`src/rtl/gpio_bank_pkg.sv`:
```
package gpio_bank_pkg;

  localparam int ADDR_W = 3;

  // Register offsets on the bank bus
  typedef enum logic [ADDR_W-1:0] {
    REG_DIR  = 3'd0,
    REG_OUT  = 3'd1,
    REG_SET  = 3'd2,
    REG_CLR  = 3'd3,
    REG_IN   = 3'd4,
    REG_RISE = 3'd5,
    REG_FALL = 3'd6,
    REG_STAT = 3'd7
  } reg_sel_e;

endpackage

```
`src/rtl/gpio_rst_sync.sv`:
```
module gpio_rst_sync #(
  parameter int STAGES = 2
) (
  input  logic clk,
  input  logic rst_n_async,
  output logic rst_n_sync
);

  logic [STAGES-1:0] chain_q;
  logic [STAGES-1:0] chain_d;

  always_comb begin
    chain_d = {chain_q[STAGES-2:0], 1'b1};
  end

  always_ff @(posedge clk or negedge rst_n_async) begin
    if (!rst_n_async) chain_q <= '0;
    else              chain_q <= chain_d;
  end

  assign rst_n_sync = chain_q[STAGES-1];

endmodule

```
`src/rtl/gpio_in_sync.sv`:
```
module gpio_in_sync #(
  parameter int N_PINS = 16,
  parameter int STAGES = 2
) (
  input  logic              clk,
  input  logic              rst_n,
  input  logic [N_PINS-1:0] d,
  output logic [N_PINS-1:0] q
);

  logic [N_PINS-1:0] stg_q [STAGES];

  for (genvar s = 0; s < STAGES; s++) begin : g_stage
    logic [N_PINS-1:0] stg_d;

    if (s == 0) begin : g_first
      always_comb stg_d = d;
    end else begin : g_next
      always_comb stg_d = stg_q[s-1];
    end

    always_ff @(posedge clk or negedge rst_n) begin
      if (!rst_n) stg_q[s] <= '0;
      else        stg_q[s] <= stg_d;
    end
  end

  assign q = stg_q[STAGES-1];

endmodule

```
`src/rtl/gpio_edge_stat.sv`:
```
module gpio_edge_stat #(
  parameter int N_PINS = 16
) (
  input  logic              clk,
  input  logic              rst_n,
  input  logic [N_PINS-1:0] smp,
  input  logic [N_PINS-1:0] rise_en,
  input  logic [N_PINS-1:0] fall_en,
  input  logic              clr_we,
  input  logic [N_PINS-1:0] clr_mask,
  output logic [N_PINS-1:0] stat,
  output logic              irq,
  output logic              evt
);

  logic [N_PINS-1:0] prev_q;
  logic [N_PINS-1:0] stat_q;
  logic [N_PINS-1:0] stat_d;
  logic [N_PINS-1:0] hit;
  logic [N_PINS-1:0] clr_eff;
  logic              irq_q;
  logic              irq_now;

  // Edge qualification: compare the current sample with the one from the previous cycle
  always_comb begin
    hit     = (smp & ~prev_q & rise_en) | (~smp & prev_q & fall_en);
    clr_eff = clr_we ? clr_mask : '0;
    // A new edge takes priority over a clear in the same cycle
    stat_d  = (stat_q & ~clr_eff) | hit;
    irq_now = |stat_q;
  end

  always_ff @(posedge clk or negedge rst_n) begin
    if (!rst_n) begin
      prev_q <= '0;
      stat_q <= '0;
      irq_q  <= 1'b0;
    end else begin
      prev_q <= smp;
      stat_q <= stat_d;
      irq_q  <= irq_now;
    end
  end

  assign stat = stat_q;
  assign irq  = irq_now;
  assign evt  = irq_now & ~irq_q;

  AST_HIT_LATCHES: assert property (@(posedge clk) disable iff (!rst_n)
    (|hit) |=> ((stat_q & $past(hit)) == $past(hit)));
  AST_W1C_CLEARS: assert property (@(posedge clk) disable iff (!rst_n)
    clr_we |=> ((stat_q & $past(clr_mask & ~hit)) == '0));
  AST_IRQ_LEVEL_HOLDS: assert property (@(posedge clk) disable iff (!rst_n)
    (irq && !clr_we) |=> irq);
  AST_EVT_ONE_CYCLE: assert property (@(posedge clk) disable iff (!rst_n)
    evt |=> !evt);

endmodule

```
`src/rtl/gpio_regfile.sv`:
```
module gpio_regfile
  import gpio_bank_pkg::*;
#(
  parameter int N_PINS = 16
) (
  input  logic              clk,
  input  logic              rst_n,
  input  logic              bus_en,
  input  logic              bus_we,
  input  logic [ADDR_W-1:0] bus_addr,
  input  logic [N_PINS-1:0] bus_wdata,
  input  logic [N_PINS-1:0] smp_in,
  input  logic [N_PINS-1:0] stat,
  output logic [N_PINS-1:0] bus_rdata,
  output logic [N_PINS-1:0] dir,
  output logic [N_PINS-1:0] out,
  output logic [N_PINS-1:0] rise_en,
  output logic [N_PINS-1:0] fall_en,
  output logic              stat_clr_we,
  output logic [N_PINS-1:0] stat_clr_mask
);

  reg_sel_e          sel;
  logic              wr;
  logic              rd;

  logic [N_PINS-1:0] dir_q,   dir_d;
  logic [N_PINS-1:0] out_q,   out_d;
  logic [N_PINS-1:0] rise_q,  rise_d;
  logic [N_PINS-1:0] fall_q,  fall_d;
  logic [N_PINS-1:0] rdata_q, rdata_d;
  logic [N_PINS-1:0] set_m,   clr_m;

  always_comb begin
    sel = reg_sel_e'(bus_addr);
    wr  = bus_en &  bus_we;
    rd  = bus_en & ~bus_we;
  end

  // Next-state logic for the writable registers
  always_comb begin
    dir_d       = dir_q;
    out_d       = out_q;
    rise_d      = rise_q;
    fall_d      = fall_q;
    set_m       = '0;
    clr_m       = '0;
    stat_clr_we = 1'b0;
    if (wr) begin
      case (sel)
        REG_DIR:  dir_d       = bus_wdata;
        REG_OUT:  out_d       = bus_wdata;
        REG_SET:  set_m       = bus_wdata;
        REG_CLR:  clr_m       = bus_wdata;
        REG_RISE: rise_d      = bus_wdata;
        REG_FALL: fall_d      = bus_wdata;
        REG_STAT: stat_clr_we = 1'b1;
        default:  ;
      endcase
    end
    // Set applied last so it wins over clear on a shared bit
    out_d = (out_d & ~clr_m) | set_m;
  end

  // Read mux, captured only on a read request
  always_comb begin
    rdata_d = rdata_q;
    if (rd) begin
      case (sel)
        REG_DIR:  rdata_d = dir_q;
        REG_OUT:  rdata_d = out_q;
        REG_IN:   rdata_d = smp_in;
        REG_RISE: rdata_d = rise_q;
        REG_FALL: rdata_d = fall_q;
        REG_STAT: rdata_d = stat;
        default:  rdata_d = '0;
      endcase
    end
  end

  always_ff @(posedge clk or negedge rst_n) begin
    if (!rst_n) begin
      dir_q   <= '0;
      out_q   <= '0;
      rise_q  <= '0;
      fall_q  <= '0;
      rdata_q <= '0;
    end else begin
      dir_q   <= dir_d;
      out_q   <= out_d;
      rise_q  <= rise_d;
      fall_q  <= fall_d;
      if (rd) rdata_q <= rdata_d;
    end
  end

  assign bus_rdata     = rdata_q;
  assign dir           = dir_q;
  assign out           = out_q;
  assign rise_en       = rise_q;
  assign fall_en       = fall_q;
  assign stat_clr_mask = bus_wdata;

  AST_SET_BITS_HIGH: assert property (@(posedge clk) disable iff (!rst_n)
    (wr && sel == REG_SET) |=> ((out_q & $past(bus_wdata)) == $past(bus_wdata)));
  AST_SET_KEEPS_OTHERS: assert property (@(posedge clk) disable iff (!rst_n)
    (wr && sel == REG_SET) |=> ((out_q & ~$past(bus_wdata)) == ($past(out_q) & ~$past(bus_wdata))));
  AST_CLR_BITS_LOW: assert property (@(posedge clk) disable iff (!rst_n)
    (wr && sel == REG_CLR) |=> ((out_q & $past(bus_wdata)) == '0));
  AST_RDATA_HOLD: assert property (@(posedge clk) disable iff (!rst_n)
    !rd |=> $stable(rdata_q));

endmodule

```
`src/rtl/gpio_bank.sv`:
```
module gpio_bank
  import gpio_bank_pkg::*;
#(
  parameter int N_PINS      = 16,
  parameter int SYNC_STAGES = 2
) (
  input  logic              clk,
  input  logic              rst_n,
  input  logic              bus_en,
  input  logic              bus_we,
  input  logic [ADDR_W-1:0] bus_addr,
  input  logic [N_PINS-1:0] bus_wdata,
  output logic [N_PINS-1:0] bus_rdata,
  input  logic [N_PINS-1:0] pin_in,
  output logic [N_PINS-1:0] pin_out,
  output logic [N_PINS-1:0] pin_oe,
  output logic              bank_irq,
  output logic              bank_evt
);

  logic              rst_n_int;
  logic [N_PINS-1:0] smp;
  logic [N_PINS-1:0] stat;
  logic [N_PINS-1:0] rise_en;
  logic [N_PINS-1:0] fall_en;
  logic              stat_clr_we;
  logic [N_PINS-1:0] stat_clr_mask;

  gpio_rst_sync #(.STAGES(2)) u_rst (
    .clk         (clk),
    .rst_n_async (rst_n),
    .rst_n_sync  (rst_n_int)
  );

  gpio_in_sync #(.N_PINS(N_PINS), .STAGES(SYNC_STAGES)) u_sync (
    .clk   (clk),
    .rst_n (rst_n_int),
    .d     (pin_in),
    .q     (smp)
  );

  gpio_regfile #(.N_PINS(N_PINS)) u_regs (
    .clk           (clk),
    .rst_n         (rst_n_int),
    .bus_en        (bus_en),
    .bus_we        (bus_we),
    .bus_addr      (bus_addr),
    .bus_wdata     (bus_wdata),
    .smp_in        (smp),
    .stat          (stat),
    .bus_rdata     (bus_rdata),
    .dir           (pin_oe),
    .out           (pin_out),
    .rise_en       (rise_en),
    .fall_en       (fall_en),
    .stat_clr_we   (stat_clr_we),
    .stat_clr_mask (stat_clr_mask)
  );

  gpio_edge_stat #(.N_PINS(N_PINS)) u_edge (
    .clk      (clk),
    .rst_n    (rst_n_int),
    .smp      (smp),
    .rise_en  (rise_en),
    .fall_en  (fall_en),
    .clr_we   (stat_clr_we),
    .clr_mask (stat_clr_mask),
    .stat     (stat),
    .irq      (bank_irq),
    .evt      (bank_evt)
  );

  AST_EVT_ON_IRQ_RISE: assert property (@(posedge clk) disable iff (!rst_n_int)
    $rose(bank_irq) |-> bank_evt);
  AST_IRQ_NEEDS_STATUS: assert property (@(posedge clk) disable iff (!rst_n_int)
    $rose(bank_irq) |-> ($past(stat) == '0));

  always_comb begin
    if (!rst_n_int) begin
      AST_RESET_QUIET: assert (!bank_evt && pin_oe == '0 && pin_out == '0);
    end
  end

endmodule

```
`config.mk`:
```
export PLATFORM = sky130hd
export DESIGN_NAME = gpio_bank
export DESIGN_NICKNAME = d
export VERILOG_FILES = /design/src/rtl/gpio_bank_pkg.sv /design/src/rtl/gpio_rst_sync.sv /design/src/rtl/gpio_in_sync.sv /design/src/rtl/gpio_edge_stat.sv /design/src/rtl/gpio_regfile.sv /design/src/rtl/gpio_bank.sv
export SDC_FILE = /design/constraint.sdc
export NUM_CORES = 1
export LEC_CHECK = 0
export BUFFER_PORTS_ARGS = -buffer_cell sky130_fd_sc_hd__buf_2
export CAP_MARGIN = 15
export CORE_MARGIN = 8
export CORE_UTILIZATION = 35
export CTS_CLUSTER_DIAMETER = 80
export CTS_CLUSTER_SIZE = 40
export DETAILED_ROUTE_END_ITERATION = 16
export REMOVE_ABC_BUFFERS = 1
export SLEW_MARGIN = 15
export SYNTH_ARGS = -nofsm -noshare
export SYNTH_HDL_FRONTEND = slang
export SYNTH_SLANG_ARGS = --single-unit
```
`constraint.sdc`:
```
create_clock -name clk -period 4.9 [get_ports clk]
set_input_delay 0.49 -clock clk [delete_from_list [all_inputs] [get_ports clk]]
set_output_delay 0.49 -clock clk [all_outputs]
set_load 0.03 [all_outputs]
```
; After elaboration in Yosys (flattened, before gate mapping)
; Index checks and enable logic that the tools add are counted.
[totals]
output_inout_bits = 50
memories = 0
input_bits = 39
ramBits = 0
elab_cells = 51
regBits = 147
romBits = 0
latch_bits = 0
[op_classes]
n_mux = 10
shifts = 0
order_cmp = 0
n_reduce_logical = 5
n_eq_ne = 7
div = 0
bitwise_logic = 18
multipliers = 0
add_sub_neg = 0
[ops]
columns = cell, count
row1 = $mux W16, 7
row2 = $and A16 B16 Y16, 6
row3 = $pmux W16 S6, 1
row4 = $not A16 Y16, 4
row5 = $or A16 B16 Y16, 3
row6 = $reduce_or A16 Y1, 1
row7 = $eq A3 B3 Y1 const B, 4
row8 = $eq A3 B2 Y1 const B, 2
row9 = $reduce_and A2 Y1, 3
row10 = $and A1 B1 Y1, 3
row11 = $eq A3 B1 Y1 const B, 1
row12 = $logic_not A3 Y1, 1
row13 = $mux W1, 2
row14 = $not A1 Y1, 2

; Longest topological paths before layout
; Gate-level depths: netlist (run 1).
[logic_depth]
ltp_word = 7
mapped_depth = 7
depth_no_buf = 4

; Modules after synthesis
; A second synthesis (run 1) with hierarchy kept.
[hier_totals]
hier_cells = 500
area_unflattened_um2 = 6456.2
[by_module_without_submodules]
columns = module, n_inst, area_per_inst_um2, cells_per_inst, seq_area_each_um2
row1 = gpio_regfile, 1, 4201.5, 360, 2001.9
row2 = gpio_edge_stat, 1, 1400.1, 105, 825.8
row3 = gpio_in_sync, 1, 800.8, 32, 800.8
row4 = gpio_rst_sync, 1, 53.8, 3, 50.0

; Least setup slack after synthesis (run 1)
; OpenSTA, ideal clock, no wires.
[synth_path]
path_type = reg2out
start = register u_edge.stat_q[13], in the netlist u_edge.stat[13]
end = output port bank_evt
n_path_buf = 0
required_ns = 4.410
path_stages_with_launch = 4
path_slack_ns = 3.040
arrival_time_ns = 1.370
path_cell_list = dfrtp_1 -> nor4_1 -> nand4_1 -> nor2b_1
[synth_via]
elab_chain_len = 2
[synth_lines]
columns = item, line
row1 = from (decl), gpio_edge_stat.sv:17  ; logic [N_PINS-1:0] stat_q;
row2 = from (signal assigned), gpio_edge_stat.sv:40  ; stat_q <= stat_d;
row3 = $reduce_or A16 Y1, gpio_edge_stat.sv:30  ; irq_now = |stat_q;
row4 = net bank_irq, gpio_bank.sv:17  ; output logic bank_irq,
row5 = $and A1 B1 Y1, gpio_edge_stat.sv:47  ; assign evt = irq_now & ~irq_q;
row6 = to (decl), gpio_bank.sv:18  ; output logic bank_evt
; The timed path passes the listed nets, and every way through them passes these cells.

; Final worst setup path (run 1)
[layout_path]
start = register u_edge.stat_q[5], in the netlist u_edge.stat[5]
end = output port bank_evt
[layout_via]
elab_chain_len = 2
[layout_lines]
columns = item, line
row1 = $reduce_or A16 Y1, gpio_edge_stat.sv:30
row2 = $and A1 B1 Y1, gpio_edge_stat.sv:47
; No other way between the ends.

==> reports/metrics.csv, run 1 <==
metric,value,unit
status,completed,
r2r_start,u_sync.q[0]$_DFF_PN0_,
cts_sinks,147,
cts_resized,0,
syn_avg_cell_area,13.6,um^2
nets,581,
clkTransAtPathRegs,60,ps
drv_cap,0,
use_met1,0.187,
cts_max_path_buffers,2,
crit_path_end_kind,output pin,
synth_area,0.00616,mm^2
yosysWarnings,0,
final_cell_mix,"dfrtp_1, buf_2, o21ai_0, mux2_2, nand2_1",
post-place-cells,747,
tritoncts,yes,
fmax,408,MHz
io_pins,89,
core.rowCount,48,
worstSetupPathType,register to output pin,
hold_path_class,primary input to register,
synth_edf_count,0,
synth_flop_cell,dfrtp_1,
drive_above_1_share,0.332,
grt.busiest_layer,met2,
htreeDepth,4,
setup_tns,0,ps
hpwl,10300,um
cts_buffers,17,
powerDensity,488,mW/mm^2
wl_per_cell,20.1,um
p_leak,0.00329,uW
slew_headroom,0.263,
viasPerCell,5.21,
worstSkewPairLatency,420,ps
setup-violations-final,0,
dieArea,0.0221,mm^2
synth-seq-area-share,0.597,
reg2reg_to,u_regs.bus_rdata[0]$_DFFE_PN0P_,
grt_start_max_net_pins,78,
startpoint,u_edge.stat[5]$_DFF_PN0_,
synth_cell_type_count,44,
diodes,0,
r2r_slack,3520,ps
synthCells,454,
period_share,0.500,
ir_drop,0.246,mV
rsz0062_at_grt,false,
critPathRequiredTime,4410,ps
drv_slew,0,
coreArea,0.0172,mm^2
worst_ep_arrival_time,1960,ps
worst_slew_pin_slew,1110,ps
portBuffers,88,
async_flop_share,1.00,
antenna_found_initial,0,
layout.cells.non_filler,780,
final.setup_skew,8.79,ps
track_usage,0.150,
via_count,4067,
overflow,0,
grt_pass1_wl,25300,um
cts-root-buf,clkbuf_16,
met3_usage,0.0438,
routed_wl,15700,um
die_h,149,um
drc,0,
syn2layout_area_growth,20.0,%
crit_end,bank_evt,
detail_route.first_pass.iterations,4,
layout_min_cycle_time,2450,ps
place_congestion,0.753,
grt_pass1_vias,4563,
antenna_left,0,
worstPathMaxFanout,3,
finalHoldViolations,0,
grt_use_met2,0.240,
final_common_cell,dfrtp_1,
r2r_cells,3,
cp-start-kind,register,
die_x,149,um
initial_core_util,0.357,
drtIter0Drc,258,
synth_seq_cells,147,
[metrics by stage]
stage | area (um^2) | hold slack [ps] | utilization | setup slack [ps] | power [uW]
floorplan | 5970 | 194 | - | 501 | 1970
CTS | 7390 | 152 | 0.429 | 2410 | 3650
global placement | 6730 | 276 | 0.390 | 2170 | 2180
finish | 7390 | 169 | 0.429 | 2450 | 3610
global route | 7390 | 149 | 0.429 | 2320 | 3770
detailed placement | 6730 | 276 | 0.390 | 2140 | 2210
[layout make-up]
class	count	area, um^2
Clock buffer	19	443
Clock inverter	13	206
Fill cell	1566	9850
Inverter	21	78.8
Multi-Input combinational cell	263	2210
Sequential cell	147	3680
Tap cell	225	282
Timing Repair Buffer	92	485
[worst min path at each step]
| stage | depth (start not counted) | start | endpoint |
|---|---|---|---|
| finish | 1 | pin_in[7] | u_sync.g_stage[1].stg_d[7]$_DFF_PN0_ |
| global placement | 1 | rst_n | u_rst.chain_q[0]$_DFF_PN0_ |
| detailed placement | 1 | rst_n | u_rst.chain_q[0]$_DFF_PN0_ |
| global route | 1 | pin_in[7] | u_sync.g_stage[1].stg_d[7]$_DFF_PN0_ |
| floorplan | 0 | rst_n | u_rst.chain_q[0]$_DFF_PN0_ |
| CTS | 1 | pin_in[7] | u_sync.g_stage[1].stg_d[7]$_DFF_PN0_ |
[synthesized netlist by cell type, types with 4 or more instances]
cell	n	area [um^2]
mux2_2	35	394
nand2_1	30	113
inv_1	19	71.3
a22oi_1	13	97.6
o2bb2ai_1	7	61.3
clkbuf_1	7	26.3
nand3b_1	16	120
a22o_1	14	123
mux2_1	13	146
a221o_1	4	40.0
nor2_1	4	15.0
nor4_1	4	25.0
buf_6	10	113
mux2i_1	11	110
mux4_2	7	158
o211ai_1	16	120
mux2_4	10	150
dfrtp_1	147	3680
o21ai_0	44	220
[worst max-delay path: stages (launching register included)]
cell and delay, ps:
dfrtp_1 430, nor4_1 500, nand4_1 250, nor2b_1 190, buf_2 170
[cell families after synthesis]
| family | share of synthesized area |
|---|---|
| other | 0.000609 |
| AND/OR/NAND/NOR | 0.0675 |
| XOR/XNOR | 0.00142 |
| buffers and inverters | 0.0435 |
| multiplexers | 0.168 |
| AO/OA/AOI/OAI | 0.121 |
| flip-flops | 0.597 |
[per-layer routing]
metal  part of all wire  vias to the layer above  routed length, um
met5                  0                        -                  0
met4              0.018                        0                290
met3              0.063                       19                982
met2               0.49                      133               7650
met1               0.43                     2069               6780
li1                   -                     1846                  -
[where the power goes]
group          switching (uW)  total [uW]  internal [uW]
clock network             506        1420            917
logic                     368         631            263
registers                 153        1550           1400
total                    1030        3610           2580
[sequential cells by signal, indices dropped and copies added (netlist names)]
register	cells
u_edge.prev_q	16
u_edge.stat	16
u_regs.bus_rdata	16
u_regs.dir	16
u_regs.fall_en	16
u_regs.out	16
u_regs.rise_en	16
u_sync.g_stage.stg_d	16
u_sync.q	16
u_rst.chain_q	2
u_edge.irq_q	1
[repair_timing]
action | CTS | global route
hold buffers | 1 | 0
buffers inserted | 0 | 0
hold endpoints to repair | 2 | 0
Power figures use the tool's default switching activity.
==> run 2, diff against run 1 <==
- ABC_AREA: unset -> 1
- clock period: 4.9 -> 2.1 ns (I/O delays scaled with it)
==> run 2 against run 1 <==
Area after synthesis rose by 7.8%. Sequential power rose by 130%. Clock power is 120% higher. Clock-buffer cell count is the same. Synthesized cell count grew 72%. Critical endpoint is now bank_irq. Largest power group unchanged. Critical path depth rose by 1. Via count increased by 39%. Die area increased by 7.0%.
==> reports/metrics.csv, run 2 <==
metric,value,unit,change
status,completed,,
layout_min_cycle_time,2030,ps,
antenna_left,0,,unchanged
routed_wl,19400,um,+24%
synth_seq_cells,147,,unchanged
drive_above_1_share,0.195,,-0.137
wl_per_cell,17.1,um,-15%
worst_ep_arrival_time,1820,ps,-140 ps
final_common_cell,nand2_1,,
synth-seq-area-share,0.554,,-0.0435
via_count,5668,,+39%
final_cell_mix,"nand2_1, dfrtp_1, nand3_1, buf_2, o21ai_0",,
netSwitchingFraction,0.315,,+0.0303
viasPerCell,4.99,,-4.4%
setup_tns,0,ps,unchanged
multi_input_area,0.00245,mm^2,+11%
fin_util,0.437,,+0.00860
r2r_slack,770,ps,-2750 ps
place_congestion,0.817,,+8.6%
dieArea,0.0236,mm^2,+7.0%
ir_drop,0.559,mV,+130%
hold_depth,3,,+2
rsz0062_at_grt,false,,
syn_avg_cell_area,8.51,um^2,-37%
overflow,0,,unchanged
synth_edf_count,0,,unchanged
reg2reg_to,u_edge.irq_q$_DFF_PN0_,,
setup-violations-final,0,,unchanged
synth.most_common_cell,nand2_1,,
worstSetupPathType,register to output pin,,
finalHoldViolations,0,,unchanged
synth_flop_cell,dfrtp_1,,
grt_pass1_wl,32200,um,+27%
worstPathMaxFanout,3,,unchanged
cp-start-kind,register,,
antenna_found_initial,0,,unchanged
htreeDepth,4,,unchanged
die_h,154,um,+3.4%
cts_max_path_buffers,2,,unchanged
dpl_cell_area,0.00735,mm^2,+9.3%
post-cts-setup-buffer-count,0,,unchanged
async_flop_share,1.00,,unchanged
grt_pass1_vias,5782,,+27%
slew_headroom,0.461,,+0.198
drc,0,,unchanged
crit_path_end_kind,output pin,,
fin_area,0.00815,mm^2,+10%
critPathRequiredTime,1890,ps,-2520 ps
coreArea,0.0186,mm^2,+8.2%
synth_area,0.00664,mm^2,+7.8%
synth_top_area_frac,0.554,,-0.0435
timing.final.ws_setup,68.7,ps,-2380 ps
min_to,u_regs.rise_en[6]$_DFFE_PN0P_,,
nets,930,,+60%
synthCells,780,,+72%
grt_start_max_net_pins,98,,+26%
synth_top_area_cell,dfrtp_1,,
hpwl,13100,um,+27%
clkPwrFrac,0.378,,-0.016
track_usage,0.174,,+0.0241
fillCellCount,1849,,+18%
synthTopCellsByArea,"dfrtp_1, nand2_1, nand3_1",,
portBuffers,88,,unchanged
cts_sinks,147,,unchanged
worstSkewPairLatency,430,ps,about the same
tritoncts,yes,,
initial_core_util,0.356,,-0.00104
cts_buffers,17,,unchanged
post-place-ws,410,ps,-1730 ps
core.rowCount,50,,+4.2%
synth_common_cells,"nand2_1, dfrtp_1, nand3_1",,
switchingPower,2590,uW,+150%
final.setup_skew,7.46,ps,-1.33 ps
r2r_cells,4,,+1
worst_slew_pin_slew,807,ps,-298 ps
clkTransAtPathRegs,60,ps,about the same
period_share,0.967,,
hold_path_class,primary input to register,,
diodes,0,,unchanged
drv_slew,0,,unchanged
die_x,154,um,+3.4%
yosysWarnings,0,,unchanged
powerDensity,1010,mW/mm^2,+110%
intPower,5620,uW,+120%
r2r_start,u_edge.stat[11]$_DFF_PN0_,,
p_comb_frac,0.187,,+0.012
hold_start,bus_wdata[6],,
detail_route.first_pass.iterations,5,,+1
io_pins,89,,unchanged
synth_cell_type_count,29,,-34%
drtIter0Drc,454,,+76%
drv_cap,0,,unchanged
p_leak,0.00402,uW,+22%
pwr-share-seq,0.435,,+0.004
syn2layout_area_growth,22.8,%,
cts-root-buf,clkbuf_16,,
fmax,492,MHz,
final-seq-area,0.00368,mm^2,unchanged
## run 2: power by group through the flow
stage | Sequential, uW | Clock (uW) | Combinational [uW]
2_1_floorplan | 3960 | 0 | 556
3_3_place_gp | 3620 | 0 | 1500
3_5_place_dp | 3620 | 0 | 1520
4_1_cts | 3570 | 3160 | 1550
5_1_grt | 3630 | 3290 | 1710
6_report | 3570 | 3100 | 1530
## run 2: critical path: stages, from the launching register on
cell     delay (ps)
dfrtp_1         410
or2_2           340
nor3_2          240
buf_4           160
nand2_1          50
buf_2           190
## run 2: kinds of logic after synthesis
group	Yosys count	share of synthesized area
simple gates	428	0.292
flops	147	0.554
compound gates	93	0.0756
other cells	1	0.000565
buf+inv	111	0.0780
## run 2: per-stage QoR
step	total power, uW	std cells	hold WS [ps]
6_report	8210	1137	17.5
5_1_grt	8630	1137	15.8
4_1_cts	8290	1137	15.6
3_5_place_dp	5140	1087	-0.00924
3_3_place_gp	5120	1087	-2.10
2_1_floorplan	4510	737	-85.6
## run 2: worst max-delay path by stage
| stage | startpoint | endpoint | slack [ps] |
|---|---|---|---|
| 2_1_floorplan | u_rst.chain_q[1]$_DFF_PN0_ | u_edge.irq_q$_DFF_PN0_ | -2300 |
| 3_3_place_gp | u_edge.stat[11]$_DFF_PN0_ | bank_irq | 440 |
| 3_5_place_dp | bus_addr[1] | u_regs.dir[10]$_DFFE_PN0P_ | 410 |
| 4_1_cts | u_edge.stat[11]$_DFF_PN0_ | bank_irq | 70 |
| 5_1_grt | u_edge.stat[11]$_DFF_PN0_ | bank_irq | 20 |
| 6_report | u_edge.stat[11]$_DFF_PN0_ | bank_irq | 70 |
## run 2: layout make-up
| class | count | area share |
|---|---|---|
| sequential | 147 | 0.452 |
| multi-input combinational | 522 | 0.300 |
| timing repair buffer | 135 | 0.106 |
| clock buffer | 19 | 0.0543 |
| tap | 234 | 0.0359 |
| inverter | 68 | 0.0319 |
| clock inverter | 12 | 0.0195 |
## run 2: timing repair
action	4_1_cts	5_1_grt
setup endpoints to repair	2	0
hold buffers	19	0
hold endpoints to repair	20	0
resized for setup	1	0
## run 2: routing by layer
layer  vias up  part of all wire  track usage
li1       2780                 -            -
met1      2689              0.46        0.229
met2       172              0.46        0.270
met3        27             0.070       0.0535
met4         0             0.016       0.0523
met5         -                 0            0
==> run 3, diff against run 2 <==
- CTS_CLUSTER_DIAMETER: 80 -> unset
- MAX_ROUTING_LAYER: unset -> met4
==> run 3 against run 2 <==
Die area did not move. Power about the same. Clock skew is 1.6 ps lower. Sequential share of layout area unchanged. Fmax is essentially flat. Utilization stayed put. Largest power group unchanged. Highest routed layer unchanged.
==> reports/metrics.csv, run 3 (synthesis results as in run 2) <==
metric,value,unit,change
clkTransAtPathRegs,60,ps,about the same
p_leak,0.00402,uW,unchanged
hold_ws,23.0,ps,+5.55 ps
cts_buffers,17,,unchanged
wl_per_cell,17.1,um,about the same
worstPathMaxFanout,3,,unchanged
coreArea,0.0186,mm^2,unchanged
layout_min_cycle_time,2030,ps,+1.54 ps
final_cell_mix,"nand2_1, dfrtp_1, nand3_1, buf_2, o21ai_0",,
grt_start_max_net_pins,98,,unchanged
dpl_cell_area,0.00735,mm^2,unchanged
final_common_cell,nand2_1,,
status,completed,,
worst_slew_pin_slew,815,ps,+7.53 ps
cts-root-buf,clkbuf_16,,
period_share,0.968,,about the same
track_usage,0.178,,+0.00466
finalHoldViolations,0,,unchanged
routed_wl,19400,um,about the same
fillCellCount,1849,,unchanged
grt_pass1_vias,5794,,+0.21%
initial_core_util,0.356,,unchanged
cts_sinks,147,,unchanged
fin_area,0.00815,mm^2,unchanged
grt_pass1_wl,32200,um,about the same
place_congestion,0.829,,+1.5%
io_pins,89,,unchanged
drive_above_1_share,0.195,,unchanged
setup-violations-final,0,,unchanged
nets,930,,unchanged
powerDensity,1010,mW/mm^2,about the same
hpwl,13100,um,unchanged
overflow,0,,unchanged
tritoncts,yes,,
ir_drop,0.553,mV,-1.2%
syn2layout_area_growth,22.8,%,unchanged
diodes,0,,unchanged
drtIter0Drc,427,,-5.9%
cp-start-kind,register,,
dr_wl_met2,8910,um,+0.47%
via_count,5658,,-0.18%
slew_headroom,0.456,,-0.00503
drc,0,,unchanged
hold_path_class,primary input to register,,
met3_length,1250,um,-8.0%
critPathRequiredTime,1890,ps,about the same
die_x,154,um,unchanged
worstSetupPathType,register to output pin,,
fmax,492,MHz,about the same
r2r_slack,770,ps,about the same
viasPerCell,4.98,,-0.18%
final.setup_skew,5.88,ps,-1.58 ps
core.rowCount,50,,unchanged
htreeDepth,4,,unchanged
post-cts-setup-buffer-count,0,,unchanged
rsz0062_at_grt,false,,
detail_route.first_pass.iterations,5,,unchanged
antenna_left,0,,unchanged
worstSkewPairLatency,430,ps,about the same
highest_layer,met4,,
drv_slew,0,,unchanged
worst_ep_arrival_time,1820,ps,about the same
portBuffers,88,,unchanged
crit_path_end_kind,output pin,,
die_h,154,um,unchanged
antenna_found_initial,0,,unchanged
wirelength_met1,9000,um,+1.1%
drv_cap,0,,unchanged
dieArea,0.0236,mm^2,unchanged
cts_max_path_buffers,2,,unchanged
-- run 3: cell counts in the layout (fill, tap and decap cells not counted) --
No cell type changed its count.
-- run 3: critical path, cell delays in order (launching register included) --
cell and delay, ps:
dfrtp_1 410, or2_2 340, nor3_2 240, buf_4 160, nand2_1 60, buf_2 190
-- run 3: final cells by class --
| class | instances | area [um^2] | area share |
|---|---|---|---|
| clock buffer | 19 | 443 | 0.0543 |
| clock inverter | 12 | 159 | 0.0195 |
| inverter | 68 | 260 | 0.0319 |
| multi-input combinational | 522 | 2450 | 0.300 |
| sequential | 147 | 3680 | 0.452 |
| tap | 234 | 293 | 0.0359 |
| timing repair buffer | 135 | 866 | 0.106 |
-- run 3: layer usage --
| layer | up-vias | global-route usage |
|---|---|---|
| met2 | 181 | 0.270 |
| met3 | 24 | 0.0440 |
| met1 | 2672 | 0.232 |
| li1 | 2781 | - |
| met4 | 0 | 0.0565 |
| met5 | - | - |
-- run 3: path summary, 6_finish.rpt --
kind                                                  to  cells past startpoint                                  from
min in group asynchronous     u_rst.chain_q[1]$_DFF_PN0_                      2                                 rst_n
max                                             bank_irq                      5             u_edge.stat[11]$_DFF_PN0_
max reg2reg                       u_edge.irq_q$_DFF_PN0_                      4             u_edge.stat[11]$_DFF_PN0_
min                        u_regs.rise_en[6]$_DFFE_PN0P_                      3                          bus_wdata[6]
max in group asynchronous     u_edge.prev_q[0]$_DFF_PN0_                      1            u_rst.chain_q[1]$_DFF_PN0_
min reg2reg                        u_sync.q[1]$_DFF_PN0_                      0  u_sync.g_stage[1].stg_d[1]$_DFF_PN0_
-- run 3: per-stage QoR --
stage	total power (uW)	util	instances	setup TNS, ps	setup slack (ps)
after detailed placement	5140	0.394	1087	0	410
final	8210	0.437	1137	0	67.2
after global placement	5120	0.394	1087	0	440
after CTS	8290	0.437	1137	0	67.2
after floorplan	4510	-	737	-333360	-2300
after global routing	8620	0.437	1137	0	21.0
-- run 3: where the power goes --
part,leakage (uW),switching [uW],internal (uW),total [uW]
clock network,0.000277,1210,1890,3100
logic,0.00200,1050,477,1530
registers,0.00174,323,3250,3570
-- run 3: timing repair --
action / CTS / global route
setup endpoints to repair: 2 / 0
hold endpoints to repair: 20 / 0
gates resized for setup: 1 / 0
hold buffers: 19 / 0
